==> config.mk <==
export PLATFORM = sky130hd
export DESIGN_NAME = mii_elastic_fifo
export DESIGN_NICKNAME = d
export VERILOG_FILES = /design/src/rtl/mii_efifo_pkg.sv /design/src/rtl/mii_efifo_datapath.sv /design/src/rtl/mii_efifo_control.sv /design/src/rtl/mii_elastic_fifo.sv
export SDC_FILE = /design/constraint.sdc
export NUM_CORES = 1
export LEC_CHECK = 0
export BUFFER_PORTS_ARGS = -buffer_cell sky130_fd_sc_hd__buf_2
export CORE_MARGIN = 2
export CORE_UTILIZATION = 40
export CTS_CLUSTER_SIZE = 20
export DETAILED_ROUTE_END_ITERATION = 12
export GPL_ROUTABILITY_DRIVEN = 0
export PLACE_DENSITY_LB_ADDON = 0.15
export SLEW_MARGIN = 0
export SYNTH_ARGS = -nofsm -noshare
export SYNTH_HDL_FRONTEND = slang
export SYNTH_SLANG_ARGS = --single-unit
==> constraint.sdc <==
create_clock -name clk -period 3.5 [get_ports clk]
set_input_delay 0 -clock clk [delete_from_list [all_inputs] [get_ports clk]]
set_output_delay 0 -clock clk [all_outputs]
set_load 0.01 [all_outputs]
==> src/rtl/mii_efifo_pkg.sv <==
package mii_efifo_pkg;

  typedef struct packed {
    logic       valid;
    logic       err;
    logic [3:0] data;
  } nibWord_t;

  typedef enum logic [1:0] {
    OUT_IDLE  = 2'd0,
    OUT_HEAD  = 2'd1,
    OUT_UNDER = 2'd2
  } outSel_e;

  typedef struct packed {
    logic    pop;
    logic    push;
    logic    markErr;
    logic    outLoad;
    logic    forceErr;
    outSel_e outSel;
  } fifoStrobe_t;

endpackage

==> src/rtl/mii_efifo_datapath.sv <==
module mii_efifo_datapath
  import mii_efifo_pkg::*;
#(
  parameter int DEPTH = 8,
  localparam int IW = (DEPTH > 1) ? $clog2(DEPTH) : 1
) (
  input  logic           clk,
  input  logic           rst,
  input  fifoStrobe_t    strobe,
  input  logic [IW-1:0]  wrIdx,
  input  logic [IW-1:0]  errIdx,
  input  nibWord_t       inWord,
  output nibWord_t       headWord,
  output logic [3:0]     outData,
  output logic           outValid,
  output logic           outErr
);

  nibWord_t stage [DEPTH];

  for (genvar i = 0; i < DEPTH; i++) begin : g_stage
    nibWord_t shifted;
    nibWord_t nxt;

    if (i == DEPTH - 1) begin : g_tail
      assign shifted = '0;
    end else begin : g_body
      assign shifted = stage[i+1];
    end

    always_comb begin
      nxt = strobe.pop ? shifted : stage[i];
      if (strobe.push && (wrIdx == IW'(i))) begin
        nxt = inWord;
      end
      if (strobe.markErr && (errIdx == IW'(i))) begin
        nxt.err = 1'b1;
      end
    end

    always_ff @(posedge clk) begin
      if (rst) begin
        stage[i] <= '0;
      end else begin
        stage[i] <= nxt;
      end
    end
  end

  assign headWord = stage[0];

  always_ff @(posedge clk) begin
    if (rst) begin
      outData  <= '0;
      outValid <= 1'b0;
      outErr   <= 1'b0;
    end else if (strobe.outLoad) begin
      case (strobe.outSel)
        OUT_HEAD: begin
          outData  <= stage[0].data;
          outValid <= 1'b1;
          outErr   <= stage[0].err | strobe.forceErr;
        end
        OUT_UNDER: begin
          outData  <= '0;
          outValid <= 1'b1;
          outErr   <= 1'b1;
        end
        default: begin
          outData  <= '0;
          outValid <= 1'b0;
          outErr   <= 1'b0;
        end
      endcase
    end
  end

endmodule

==> src/rtl/mii_efifo_control.sv <==
module mii_efifo_control
  import mii_efifo_pkg::*;
#(
  parameter int DEPTH     = 8,
  parameter int WATERMARK = 4,
  localparam int IW = (DEPTH > 1) ? $clog2(DEPTH) : 1,
  localparam int CW = $clog2(DEPTH + 1)
) (
  input  logic          clk,
  input  logic          rst,
  input  logic          rxCe,
  input  logic          rxValid,
  input  logic          txCe,
  input  nibWord_t      headWord,
  output fifoStrobe_t   strobe,
  output logic [IW-1:0] wrIdx,
  output logic [IW-1:0] errIdx,
  output logic [CW-1:0] count
);

  logic [CW-1:0] markers;
  logic          running;
  logic          underFlag;
  logic          lastRx;

  logic          goOut;
  logic          want;
  logic          fits;
  logic [CW-1:0] cntAfterPop;

  always_comb begin
    goOut = running ||
            ((count != '0) && ((count >= CW'(WATERMARK)) || (markers != '0)));

    strobe          = '0;
    strobe.outLoad  = txCe;
    strobe.forceErr = underFlag;
    strobe.pop      = txCe && goOut && (count != '0);

    if (!goOut) begin
      strobe.outSel = OUT_IDLE;
    end else if (count == '0) begin
      strobe.outSel = OUT_UNDER;
    end else if (headWord.valid) begin
      strobe.outSel = OUT_HEAD;
    end else begin
      strobe.outSel = OUT_IDLE;
    end

    cntAfterPop = count - CW'(strobe.pop);
    want        = rxCe && (rxValid || lastRx);
    fits        = rxValid ? (cntAfterPop < CW'(DEPTH - 1))
                          : (cntAfterPop < CW'(DEPTH));
    strobe.push    = want && fits;
    strobe.markErr = want && rxValid && !fits;
    wrIdx          = IW'(cntAfterPop);
    errIdx         = IW'(cntAfterPop - CW'(1));
  end

  always_ff @(posedge clk) begin
    if (rst) begin
      count     <= '0;
      markers   <= '0;
      running   <= 1'b0;
      underFlag <= 1'b0;
      lastRx    <= 1'b0;
    end else begin
      count   <= count + CW'(strobe.push) - CW'(strobe.pop);
      markers <= markers + CW'(strobe.push && !rxValid)
                         - CW'(strobe.pop && !headWord.valid);
      if (rxCe) begin
        lastRx <= rxValid;
      end
      if (txCe && goOut) begin
        if (count == '0) begin
          running   <= 1'b1;
          underFlag <= 1'b1;
        end else if (headWord.valid) begin
          running <= 1'b1;
        end else begin
          running   <= 1'b0;
          underFlag <= 1'b0;
        end
      end
    end
  end

endmodule

==> src/rtl/mii_elastic_fifo.sv <==
module mii_elastic_fifo
  import mii_efifo_pkg::*;
#(
  parameter int DEPTH     = 8,
  parameter int WATERMARK = 4,
  localparam int IW = (DEPTH > 1) ? $clog2(DEPTH) : 1,
  localparam int CW = $clog2(DEPTH + 1)
) (
  input  logic          clk,
  input  logic          rst,
  input  logic          rxCe,
  input  logic [3:0]    rxData,
  input  logic          rxValid,
  input  logic          rxErr,
  input  logic          txCe,
  output logic [3:0]    txData,
  output logic          txValid,
  output logic          txErr,
  output logic [CW-1:0] fill
);

  fifoStrobe_t   strobe;
  logic [IW-1:0] wrIdx;
  logic [IW-1:0] errIdx;
  nibWord_t      headWord;
  nibWord_t      inWord;

  assign inWord.valid = rxValid;
  assign inWord.err   = rxValid & rxErr;
  assign inWord.data  = rxValid ? rxData : 4'h0;

  mii_efifo_control #(
    .DEPTH     (DEPTH),
    .WATERMARK (WATERMARK)
  ) u_ctrl (
    .clk      (clk),
    .rst      (rst),
    .rxCe     (rxCe),
    .rxValid  (rxValid),
    .txCe     (txCe),
    .headWord (headWord),
    .strobe   (strobe),
    .wrIdx    (wrIdx),
    .errIdx   (errIdx),
    .count    (fill)
  );

  mii_efifo_datapath #(
    .DEPTH (DEPTH)
  ) u_dp (
    .clk      (clk),
    .rst      (rst),
    .strobe   (strobe),
    .wrIdx    (wrIdx),
    .errIdx   (errIdx),
    .inWord   (inWord),
    .headWord (headWord),
    .outData  (txData),
    .outValid (txValid),
    .outErr   (txErr)
  );

endmodule

* Yosys cells after proc, flatten, opt, wreduce, memory -nomap -nowiden
Memories as Yosys holds them, arrays and structs flattened.
Cells that the tools add are included.
** Storage, ports and cells
- Logic and storage cells :: 130
- Register bits :: 17
- Output and inout bits :: 10
- Memories kept :: 1
- Input port bits :: 10
- Memory bits (writable) :: 48
** Memory list
- u_dp.stage :: depth 8, width 6, read ports 8, clocked after memory_dff 0, wr ports 8, RTL line mii_efifo_datapath.sv:19 : nibWord_t stage [DEPTH];
** Cells by class
- Reductions and logical operators :: 38
- Bitwise operators :: 10
- Order comparisons :: 3
- Eq/ne operators :: 17
- Mux-type cells :: 47
- Add/subtract/negate cells :: 6
** Operators by type and width (count)
- 6-bit 2-to-1 mux :: 24
- 1-bit logical AND :: 25
- 3-bit == test, second input constant :: 8
- 1-bit 2-to-1 mux :: 18
- 3-bit by 2-bit == test with 1-bit output, second input constant :: 4
- 4-bit by 1-bit subtractor with 4-bit output :: 3
- 1-bit bitwise OR :: 9
- 4-bit by 1-bit adder with 4-bit output :: 2
- 4-bit 2-to-1 mux :: 2
- 4-bit nonzero test :: 2
- 3-bit by 1-bit == test with 1-bit output, second input constant :: 2
- 3-bit zero test :: 2
- 4-bit by 3-bit greater-or-equal comparator with 1-bit output, second input constant :: 1
- 4-bit zero test :: 1
- 4-bit by 3-bit < comparator with 1-bit output, second input constant :: 1
- 4-bit < comparator, second input constant :: 1
- 2-bit 2-to-1 mux :: 2
- 1-bit zero test :: 3
- 1-bit logical OR :: 3
- 3-bit by 1-bit subtractor with 3-bit output, second input constant :: 1
- 2-bit by 1-bit == test with 1-bit output, second input constant :: 1
- 2-bit == test, second input constant :: 1
- 2-bit inequality test, second input constant :: 1
- 1-bit case mux with 2 select lines :: 1
- other kinds (3) :: 3

* Longest topological paths before layout
Gate-level depths: netlist of run 1.
- Depth after elaboration :: 14
- Depth in mapped cells :: 19
- Gate-level depth less buffers :: 16

* Cells and area by module
From an unflattened synthesis of run 1, not the netlist that was laid out.
** Second synthesis, totals
- Cells, all modules :: 375
- Area total of the unflattened synthesis :: 3484.6 µm²
** Modules (own cells, without submodules)
- mii_efifo_datapath :: seq. area each 1081.0 µm², times used 1, cells an instance 267, area each 2547.4 µm²
- mii_efifo_control :: seq. area each 220.2 µm², times used 1, cells an instance 103, area each 905.9 µm²
- mii_elastic_fifo :: seq. area each 0.0 µm², times used 1, cells an instance 5, area each 31.3 µm²

* Least setup slack after synthesis of run 1
OpenSTA, ideal clock, no wires.
- Kind :: register to register
- From :: register u_ctrl.count[2]
- To :: register u_ctrl.count[2]
- Library setup time :: 128 ps
- Setup slack :: -295 ps
- Arrival time :: 3668 ps
- Buffers on the path :: 2
- Cell stages (with the launch flop) :: 19
- Data required time :: 3372 ps
- Period minus slack after synthesis :: 3795 ps
- Cells stage by stage :: dfxtp_1 inv_1 ha_1 or3b_1 buf_2 o211ai_4 inv_2 buf_2 ha_1 ha_1 nor2_1 a311o_1 ha_1 inv_1 ha_1 inv_1 fa_1 xnor2_1 nor2_1
** Between the ends
- Cells in the longest elaborated chain, start to end :: 12
- Elaborated cells on any way between the ends :: 14
- Those cells by class :: add/sub (3); order compare (3); mux (1); reduce/logical (7)
** Ends and longest elaborated chain
- start, declared :: RTL line mii_efifo_control.sv:18 : output logic [CW-1:0] count
- start signal, assigned :: RTL line mii_efifo_control.sv:68 : count <= count + CW'(strobe.push) - CW'(strobe.pop);
- 4-bit by 3-bit greater-or-equal comparator with 1-bit output :: RTL line mii_efifo_control.sv:33 : ((count != '0) && ((count >= CW'(WATERMARK)) || (markers != '0)));
- 1-bit logical OR :: RTL line mii_efifo_control.sv:33
- 1-bit logical AND :: RTL line mii_efifo_control.sv:33
- 1-bit logical OR :: RTL line mii_efifo_control.sv:32 : goOut = running ||
- 1-bit logical AND (2 in a row) :: RTL line mii_efifo_control.sv:38 : strobe.pop = txCe && goOut && (count != '0);
- 4-bit by 1-bit subtractor with 4-bit output :: RTL line mii_efifo_control.sv:50 : cntAfterPop = count - CW'(strobe.pop);
- 4-bit < comparator or 4-bit by 3-bit < comparator with 1-bit output (tied branches) :: RTL line mii_efifo_control.sv:53, mii_efifo_control.sv:52
- 1-bit 2-to-1 mux :: RTL line mii_efifo_control.sv:52 : fits = rxValid ? (cntAfterPop < CW'(DEPTH - 1))
- 1-bit logical AND :: RTL line mii_efifo_control.sv:54 : strobe.push = want && fits;
- 4-bit by 1-bit adder with 4-bit output :: RTL line mii_efifo_control.sv:68
- 4-bit by 1-bit subtractor with 4-bit output * :: RTL line mii_efifo_control.sv:68
Mark *: on every way between the ends. The rest lies on a longest branch, timed or not.
A chain may end at the register's enable or synchronous reset.

* Worst setup path after layout of run 1
- From :: register u_ctrl.count[2]
- To :: register u_ctrl.count[1]
The elaborated chain is that of the path after synthesis.

==> results of run 1 <==
cells in the final DEF (no fill, tap or decap), drive strengths merged, types with 2 or more instances in the layout:
cell / n
a211oi: 5
a21oi: 14
a311o: 3
a311oi: 36
a32oi: 5
and2: 11
and4: 3
buf: 30
clkbuf: 14
clkinv: 2
dfxtp: 65
dlygate4sd3: 2
fa: 2
ha: 16
inv: 22
mux2i: 6
nand2: 86
nand2b: 7
nand3: 5
nand4: 2
nor2: 21
nor2b: 6
nor3: 37
nor4bb: 3
o211ai: 2
o21ai: 3
o22ai: 2
o31ai: 4
xnor2: 3
xor2: 3
worst max-delay path, delay by kind of cell (launching register included):
family	cells	cell delay, ns
adders and majority gates	6	1.56
and+or+nand+nor	3	0.51
AOI/OAI and AO/OA	2	0.44
DFF	1	0.37
buffers and inverters	4	0.26
synthesized netlist by cell type, drive strengths merged (2+ instances only):
library cell / count / area share (%)
a211oi: 5 / 1.1
a21oi: 14 / 2.0
a311o: 3 / 0.88
a311oi: 36 / 9.2
a32oi: 5 / 1.3
and2: 11 / 2.0
and4: 3 / 0.77
buf: 11 / 2.4
clkbuf: 22 / 2.4
dfxtp: 65 / 38
fa: 2 / 1.2
ha: 16 / 5.8
inv: 22 / 2.4
mux2i: 6 / 1.8
nand2: 86 / 9.4
nand2b: 7 / 1.3
nand3: 5 / 0.73
nand4: 2 / 0.36
nor2: 21 / 2.3
nor2b: 6 / 1.1
nor3: 37 / 5.4
nor4bb: 3 / 0.88
o211ai: 2 / 0.84
o21ai: 3 / 0.44
o22ai: 2 / 0.36
o31ai: 4 / 0.88
xnor2: 3 / 0.77
xor2: 3 / 0.77
per-layer routing:
metal	up-vias	share of wire (%)	GRT usage [%]	routed length (microns)
met5	-	0	0	0
met4	0	1.2	4.98	100
li1	1513	-	-	-
met1	1370	49	25.7	3960
met3	9	4.7	4.84	381
met2	63	45	28.7	3670
metrics by stage:
| step | hold slack, ns | instances | area (sq um) |
|---|---|---|---|
| global route | 0.146 | 539 | 3830 |
| detailed placement | 0.313 | 521 | 3620 |
| global placement | 0.316 | 521 | 3620 |
| floorplan | 0.182 | 419 | 3490 |
| CTS | 0.0921 | 539 | 3830 |
| finish | 0.107 | 539 | 3830 |
cell type report:
cell class | count | area share (%)
inverters | 22 | 2.22
flip-flops and latches | 65 | 34.1
multi-input cells | 299 | 50.3
clock inverters | 2 | 0.261
well taps | 105 | 3.43
clock buffers | 14 | 4.54
repair buffers | 32 | 5.16
how the worst max path moves through the flow:
stage	endpoint	slack (ns)	cells past startpoint
after detailed placement	u_ctrl.count[1]	0.17	15
after global placement	u_ctrl.count[1]	0.23	15
after CTS	u_ctrl.count[1]	0.15	15
after floorplan	u_ctrl.count[1]	0.003	17
after global routing	u_ctrl.count[1]	0.05	15
final	u_ctrl.count[1]	0.22	15
logic make-up (layout without fill, tap and decap cells):
logic type               after synthesis  count (layout)  share of synthesized area [%]
XOR/XNOR                               6               6                           1.53
adder cells (fa/ha/maj)               18              18                           7.00
flip-flops                            65              65                           37.9
buffers and inverters                 55              70                           7.26
AND/OR/NAND/NOR                      188             188                           25.9
multiplexers                           6               6                           1.75
AO/OA/AOI/OAI                         81              81                           18.7
sequential cells by signal (all words and copies together), names as in the netlist, 4 cells and up:
signal and cells:
u_ctrl.markers 4, u_dp.outData 4, u_ctrl.count 4, u_dp.stage 48
power groups by stage:
| stage | combinational, W | clock, W | sequential [W] |
|---|---|---|---|
| final | 0.00158 | 0.000604 | 0.000970 |
| after global routing | 0.00180 | 0.000650 | 0.000989 |
| after CTS | 0.00159 | 0.000625 | 0.000971 |
| after detailed placement | 0.00158 | 0 | 0.000987 |
| after global placement | 0.00156 | 0 | 0.000985 |
| after floorplan | 0.00124 | 0 | 0.000985 |
repair_timing:
| item | CTS | global route |
|---|---|---|
| gates resized for setup | 0 | 1 |
| hold endpoints to repair | 2 | 0 |
| setup endpoints to repair | 0 | 2 |
| hold buffers | 2 | 0 |
==> run summary, run 1 <==
Pins Over Slew Limit = 0
Longest Clk Path Bufs = 2
Post-Syn Area = 3430 sq um
Gate power share = 50.1%
Crit start category = register
Pint = 0.00178 W
Critical path class = reg2reg
Die Ht = 96.6 microns
Hold crit path type = in2reg
Syn avg cell area = 8.19 sq um
DP Worst Slack = 0.169 ns
Setup_tns = 0 ns
WP data required = 3.71 ns
Min-delay src = txCe
Syn nets = 447
R2R setup slack = 0.22 ns
FF+latch area = 1310 sq um
Reg2reg start = u_ctrl.count[2]
Slew Limit Headroom = 46.9%
Critical Path Fanout Max = 8
Clock root buffer master = clkbuf_8
FP Rows = 33
Core Box Area = 8260 sq um
Slew @ Worst Pin = 0.786 ns
Later-pin clock latency in the skew report = 0.34 ns
Overflow after GRT = 0
Cell variety after synth = 46
Clock transition at path regs = 0.07 ns
Async SR Flop Fraction = 0%
Tot GR Track Use = 18.5%
Sequential Power Share = 30.7%
Dominant synthesized flop cell = dfxtp_1
DRC = 0
Clock power frac = 19.1%
Peak Freq = 0.305 GHz
Post-CTS Setup Bufs = 0
Min Tclk post-route = 3.28 ns
TritonCTS clock tree = yes
DR iter-0 viols = 232
R2R depth = 15
Final setup margin = 0.225 ns
Post-Route Utilization = 46.4%
Crit-path cells = inv_4, ha_4, or3b_4, o211ai_4, inv_2, ha_4, ha_4, nor2_1, a311o_1, ha_1, inv_1, ha_2, inv_1, fa_2, nor2_1
Tot Pwr = 0.00316 W
Switching Share = 43.6%
Worst R2R End = u_ctrl.count[1]
RSZ-0062 raised after global routing = no
Yosys warns = 0
Status = complete, no violations
Starting Density = 41.5%
Power per cell area = 825 nW/um^2
Share of layout cells above drive strength 1 = 12.7%
CP max-delay cell = fa_2
Final setup vio count = 0
Gate Count Post-Synth = 419
Detailed Place HPWL = 5.49 mm
Initial antenna violation count = 0
P_leak = 1.35 nW
Vias/cell = 5.48
Routed via count = 2955
First-pass GRT wire length = 14.3 mm
Switch Pwr = 0.00138 W
CP endpoint kind = register
Cell mode on critical path = ha_4
Crit path launch = u_ctrl.count[2]
Port-buffer cells = 19
Critical Path AT = 3.49 ns
Ant diodes = 0
Post-synth EDFFs = 0
Cell depth of the worst hold path = 3
Final Hold Fails = 0
Multi-input combinational cell area = 1930 sq um
WL/cell = 15.1 microns
Worst VDD drop = 0.317 mV
Largest net degree at the start of global routing = 60
Number of routed nets with antenna violations = 0
Cts bufs inserted = 9
Final Routed Wirelength = 8.12 mm
# clock sinks = 65
Synth-to-Final Area Change = 11.6%
Crit share post-route = 93.6%
H-tree depth = 3
Hold Path Sink = u_dp.outValid
Drt pass-1 iters = 4
Max-Cap Viols = 0
Vias in the first global route = 2886
Post-synthesis sequential area ratio = 37.9%
I/O pins = 20
Die width = 96.6 microns
Post-layout net count = 457
Seq cells post-synth = 65
Fillers = 860
Die area = 9330 sq um
Clock skew = 0.0102 ns
CP max stage delay = 0.51 ns
Power figures use the tool's default switching activity.
==> run 2: changes to the inputs <==
--- a/config.mk
+++ b/config.mk
@@ -6,12 +6,13 @@
 export NUM_CORES = 1
 export LEC_CHECK = 0
 export BUFFER_PORTS_ARGS = -buffer_cell sky130_fd_sc_hd__buf_2
+export CAP_MARGIN = 15
 export CORE_MARGIN = 2
 export CORE_UTILIZATION = 40
 export CTS_CLUSTER_SIZE = 20
 export DETAILED_ROUTE_END_ITERATION = 12
 export GPL_ROUTABILITY_DRIVEN = 0
-export PLACE_DENSITY_LB_ADDON = 0.15
+export PLACE_DENSITY_LB_ADDON = 0.25
 export SLEW_MARGIN = 0
 export SYNTH_ARGS = -nofsm -noshare
 export SYNTH_HDL_FRONTEND = slang
==> run 2 against run 1 <==
Net effect:
- maximum frequency decreased by 1.7%
- final area increased by 0.16%
- power increased by 1.0%
- die area unchanged
- sequential cell count unchanged
- sequential power about the same
- sequential share of layout area decreased by 0.056 points
- register-to-register slack got worse by 0.06 ns
- cell count decreased by 0.19%
- critical endpoint unchanged
==> run summary, run 2 (same netlist as run 1, synthesis figures left out) <==
Share of layout cells above drive strength 1 = 12.7% (+0.029 points)
Initial antenna violation count = 0 (unchanged)
Overflow after GRT = 0 (unchanged)
Worst R2R End = u_ctrl.count[1]
DRC = 0 (unchanged)
FP Rows = 33 (unchanged)
PostCTS Resize Cnt = 0 (unchanged)
R2R setup slack = 0.17 ns (-0.06 ns)
Final hold slack = 0.108 ns (+0.00157 ns)
Setup_tns = 0 ns (unchanged)
Critical Path AT = 3.55 ns (+0.06 ns)
Clock root buffer master = clkbuf_8
Post-layout net count = 456 (-0.22%)
Longest Clk Path Bufs = 2 (unchanged)
TritonCTS clock tree = yes
Critical Path Fanout Max = 8 (unchanged)
Die width = 96.6 microns (unchanged)
Crit start category = register
Final setup vio count = 0 (unchanged)
Pins Over Slew Limit = 0 (unchanged)
Fillers = 835 (-2.9%)
Max-Cap Viols = 0 (unchanged)
Vias in the first global route = 2893 (+0.24%)
H-tree depth = 3 (unchanged)
Cts bufs inserted = 9 (unchanged)
Min Tclk post-route = 3.33 ns (+0.0564 ns)
Routed via count = 2918 (-1.3%)
Die area = 9330 sq um (unchanged)
Post-CTS Setup Bufs = 0 (unchanged)
Clock skew = 0.00832 ns (-0.00192 ns)
Slew @ Worst Pin = 0.783 ns (-0.00293 ns)
Worst VDD drop = 0.408 mV (+29%)
Largest net degree at the start of global routing = 44 (-27%)
Die Ht = 96.6 microns (unchanged)
Register name with the most flops = u_dp.stage
Number of flip-flops in the largest register = 48 (unchanged)
Ant diodes = 0 (unchanged)
Reg2reg start = u_ctrl.count[2]
Crit path capture = u_ctrl.count[1]
I/O pins = 20 (unchanged)
Commonest cells after routing, fill and taps aside = 86 x nand2_1, 64 x dfxtp_1, 37 x nor3_1
Drt pass-1 iters = 4 (unchanged)
P_leak = 1.36 nW (+0.43%)
Core Box Area = 8260 sq um (unchanged)
Critical path class = reg2reg
RSZ-0062 raised after global routing = no
CP endpoint kind = register
Clock transition at path regs = 0.07 ns (about the same)
WL/cell = 14.7 microns (-2.3%)
Synth-to-Final Area Change = 11.8%
DR iter-0 viols = 151 (-35%)
Final Hold Fails = 0 (unchanged)
Later-pin clock latency in the skew report = 0.35 ns (about the same)
Number of routed nets with antenna violations = 0 (unchanged)
Vias/cell = 5.42 (-1.1%)
# clock sinks = 65 (unchanged)
Tot GR Track Use = 18.2% (-0.29 points)
Peak Freq = 0.300 GHz (-1.7%)
Port-buffer cells = 19 (unchanged)
Power per cell area = 832 nW/um^2 (+0.88%)
# hold bufs at CTS = 1 (-1)
Status = complete, no violations
Slew Limit Headroom = 47.1% (+0.20 points)
Crit share post-route = 95.2% (+1.6 points)
First-pass GRT wire length = 14.0 mm (-1.5%)
Final Routed Wirelength = 7.92 mm (-2.5%)
Starting Density = 41.5% (unchanged)
R2R depth = 15 (unchanged)
WP data required = 3.72 ns (about the same)
Most common cell after layout, fill and taps aside = nand2_1
Hold crit path type = in2reg
Detailed Place HPWL = 5.35 mm (-2.5%)
Crit path launch = u_ctrl.count[2]
run 2: cell types whose count changed in the layout (fill, tap and decap cells not counted), sizes merged:
cell,before,now
clkinv,2,1
clkbuf,14,15
dlygate4sd3,2,1
run 2: worst max-delay path, cell delays in order, from the launching register on:
cell and delay, ns:
dfxtp_4 0.37, inv_4 0.08, ha_4 0.14, or3b_1 0.46
o211ai_4 0.12, inv_2 0.07, ha_4 0.17, ha_4 0.29
nor2_1 0.06, a311o_1 0.34, ha_1 0.27, inv_1 0.07
ha_2 0.18, inv_1 0.05, fa_2 0.51, nor2_1 0.04
run 2: worst min path at each step:
stage / from / endpoint / slack (ns) / cells after the start
2_1_floorplan: rxCe / u_ctrl.lastRx / 0.18 / 2
3_3_place_gp: rxCe / u_ctrl.lastRx / 0.31 / 3
3_5_place_dp: rxCe / u_ctrl.lastRx / 0.31 / 3
4_1_cts: rst / u_ctrl.count[1] / 0.09 / 2
5_1_grt: txCe / u_dp.outData[1] / 0.10 / 3
6_report: txCe / u_dp.outData[1] / 0.11 / 3
run 2: final cells by class:
class | count | area (sq um) | area share, %
flip-flops and latches | 65 | 1310 | 34.0
inverters | 22 | 85.1 | 2.22
clock inverters | 1 | 5.00 | 0.131
repair buffers | 31 | 188 | 4.89
well taps | 105 | 131 | 3.43
multi-input cells | 299 | 1920 | 50.1
clock buffers | 15 | 198 | 5.15
run 2: per-layer routing:
metal | share of wire (%) | global-route usage, % | wire, microns
met5 | 0 | 0 | 0
met4 | 1.2 | 5.85 | 93
met3 | 4.2 | 4.91 | 332
met2 | 45 | 28.3 | 3530
met1 | 50 | 24.8 | 3960
run 2: stage by stage:
step	instance area [sq um]	utilization, %	std cells	power [W]	worst slack, ns
floorplan	3490	-	419	0.00223	0.00283
global placement	3620	43.9	521	0.00253	0.238
detailed placement	3620	43.9	521	0.00256	0.173
CTS	3830	46.4	538	0.00321	0.164
global route	3830	46.4	538	0.00348	0.00279
finish	3830	46.4	538	0.00319	0.168
run 2: where the power goes:
group          leakage, nW  internal, W  switching [W]
Clock                0.105     0.000358       0.000283
Combinational        0.726     0.000581       0.000999
Sequential           0.528     0.000880      0.0000890
==> run 3: changes to the inputs <==
--- a/config.mk
+++ b/config.mk
@@ -13,6 +13,7 @@
 export DETAILED_ROUTE_END_ITERATION = 12
 export GPL_ROUTABILITY_DRIVEN = 0
 export PLACE_DENSITY_LB_ADDON = 0.25
+export RECOVER_POWER = 50
 export SLEW_MARGIN = 0
 export SYNTH_ARGS = -nofsm -noshare
 export SYNTH_HDL_FRONTEND = slang
==> run 3 against run 2 <==
Net effect:
- critical path type unchanged
- sequential share of layout area rose by 0.27 points
- die area unchanged
- largest cell class unchanged
- routed wire length fell by 1.2%
- power down 1.0%
- sequential cell count did not move
- core utilization decreased by 0.36 points
- cell count unchanged
- final area decreased by 0.78%
- clock power hardly changed
- critical path depth unchanged
- count of clock-buffer cells in the layout did not move
==> run summary, run 3 (same netlist as run 1, synthesis figures left out) <==
Crit share post-route = 95.2% (about the same)
Slew Limit Headroom = 39.0% (-8.1 points)
Die Ht = 96.6 microns (unchanged)
Cell total after placement = 521 (unchanged)
Initial antenna violation count = 0 (unchanged)
Longest Clk Path Bufs = 2 (unchanged)
Slew @ Worst Pin = 0.915 ns (+0.132 ns)
RSZ-0062 raised after global routing = no
Synth-to-Final Area Change = 10.9%
Port-buffer cells = 19 (unchanged)
Commonest cells after routing, fill and taps aside = 86 x nand2_1, 64 x dfxtp_1, 37 x nor3_1
Number of routed nets with antenna violations = 0 (unchanged)
Post-layout net count = 456 (unchanged)
Hold crit path type = in2reg
PostCTS Resize Cnt = 0 (unchanged)
Critical Path AT = 3.56 ns (about the same)
Ant diodes = 0 (unchanged)
Power per cell area = 830 nW/um^2 (-0.23%)
P_leak = 1.31 nW (-3.9%)
Routed via count = 2909 (-0.31%)
Register name with the most flops = u_dp.stage
Critical path class = reg2reg
FP Rows = 33 (unchanged)
FF+latch area = 1310 sq um (unchanged)
Clock transition at path regs = 0.07 ns (about the same)
Vias/cell = 5.41 (-0.31%)
Die area = 9330 sq um (unchanged)
Starting Density = 41.5% (unchanged)
Clock root buffer master = clkbuf_8
Die width = 96.6 microns (unchanged)
Final Hold Fails = 0 (unchanged)
Cts bufs inserted = 9 (unchanged)
First-pass GRT wire length = 14.0 mm (unchanged)
Fillers = 843 (+0.96%)
Setup_tns = 0 ns (unchanged)
CP endpoint kind = register
Most common cell after layout, fill and taps aside = nand2_1
Core Box Area = 8260 sq um (unchanged)
Finished Layout Cells = 538 (unchanged)
H-tree depth = 3 (unchanged)
Final setup vio count = 0 (unchanged)
I/O pins = 20 (unchanged)
Multi-input combinational cell area = 1920 sq um (unchanged)
Later-pin clock latency in the skew report = 0.35 ns (about the same)
Clock skew = 0.00872 ns (+0.000398 ns)
DR iter-0 viols = 147 (-2.6%)
WP data required = 3.73 ns (about the same)
Max-Cap Viols = 0 (unchanged)
Status = complete, no violations
Min Tclk post-route = 3.33 ns (+0.000187 ns)
TritonCTS clock tree = yes
Number of flip-flops in the largest register = 48 (unchanged)
# clock sinks = 65 (unchanged)
Vias in the first global route = 2893 (unchanged)
Final Routed Wirelength = 7.82 mm (-1.2%)
Share of layout cells above drive strength 1 = 9.93% (-2.8 points)
Critical Path Fanout Max = 8 (unchanged)
WL/cell = 14.5 microns (-1.2%)
Overflow after GRT = 0 (unchanged)
Detailed Place HPWL = 5.35 mm (unchanged)
DRC = 0 (unchanged)
Largest net degree at the start of global routing = 44 (unchanged)
Peak Freq = 0.300 GHz (about the same)
Tot GR Track Use = 18.2% (unchanged)
Crit start category = register
Worst VDD drop = 0.413 mV (+1.1%)
Drt pass-1 iters = 4 (unchanged)
Pins Over Slew Limit = 0 (unchanged)
[run 3: cell types whose count changed in the layout (fill, tap and decap cells not counted)]
| cell | previous run | this run |
|---|---|---|
| and2_1 | 11 | 7 |
| clkbuf_2 | 0 | 2 |
| buf_2 | 19 | 11 |
| buf_4 | 11 | 5 |
| clkbuf_1 | 2 | 14 |
| and2_0 | 0 | 4 |
[run 3: routing by layer]
metal / GRT usage, % / up-vias / wire (microns)
met5: 0 / - / 0
met4: 5.85 / 0 / 107
met3: 4.91 / 11 / 427
met2: 28.3 / 62 / 3480
met1: 24.8 / 1329 / 3810
li1: - / 1507 / -
[run 3: report_power, final]
part / leakage [nW] / switching (W) / total (W) / internal [W]
sequential: 0.528 / 0.0000885 / 0.000969 / 0.000880
clock: 0.105 / 0.000282 / 0.000641 / 0.000358
combinational: 0.674 / 0.000994 / 0.00155 / 0.000555
[run 3: worst paths after layout]
| check | start | slack (ns) | to | cells after the start |
|---|---|---|---|---|
| setup / recovery | u_ctrl.count[2] | 0.17 | u_ctrl.count[1] | 15 |
| hold / removal | txCe | 0.10 | u_dp.outData[0] | 3 |
| setup reg to reg | u_ctrl.count[2] | 0.17 | u_ctrl.count[1] | 15 |
| hold reg to reg | u_dp.stage[1][19] | 0.46 | u_dp.stage[1][19] | 1 |
[run 3: stage by stage]
stage                     cell area (sq um)  total power [W]  setup slack (ns)  hold slack, ns  util (%)
after global placement                 3620          0.00253             0.238           0.312      43.9
after detailed placement               3620          0.00256             0.173           0.309      43.9
after CTS                              3830          0.00321             0.164          0.0893      46.4
final                                  3800          0.00316             0.168           0.105      46.1
after global routing                   3800          0.00346           0.00236           0.101      46.1
after floorplan                        3490          0.00223           0.00283           0.182         -
[run 3: critical path, cell delays in order (launching register included)]
cell,delay (ns)
dfxtp_4,0.37
inv_4,0.08
ha_4,0.14
or3b_1,0.46
o211ai_4,0.12
inv_2,0.07
ha_4,0.17
ha_4,0.29
nor2_1,0.06
a311o_1,0.34
ha_1,0.27
inv_1,0.06
ha_2,0.18
inv_1,0.05
fa_2,0.51
nor2_1,0.04
[run 3: timing repair]
| item | CTS | global route |
|---|---|---|
| hold buffers | 1 | 0 |
| setup endpoints to repair | 0 | 0 |
| hold endpoints to repair | 1 | 0 |
| buffers inserted | 0 | 0 |
[run 3: layout make-up]
class,instances,share of cell area (%)
clock buffer,15,5.20
clock inverter,1,0.132
inverter,22,2.24
multi-input combinational,299,50.5
sequential,65,34.3
tap,105,3.45
timing repair buffer,31,4.14
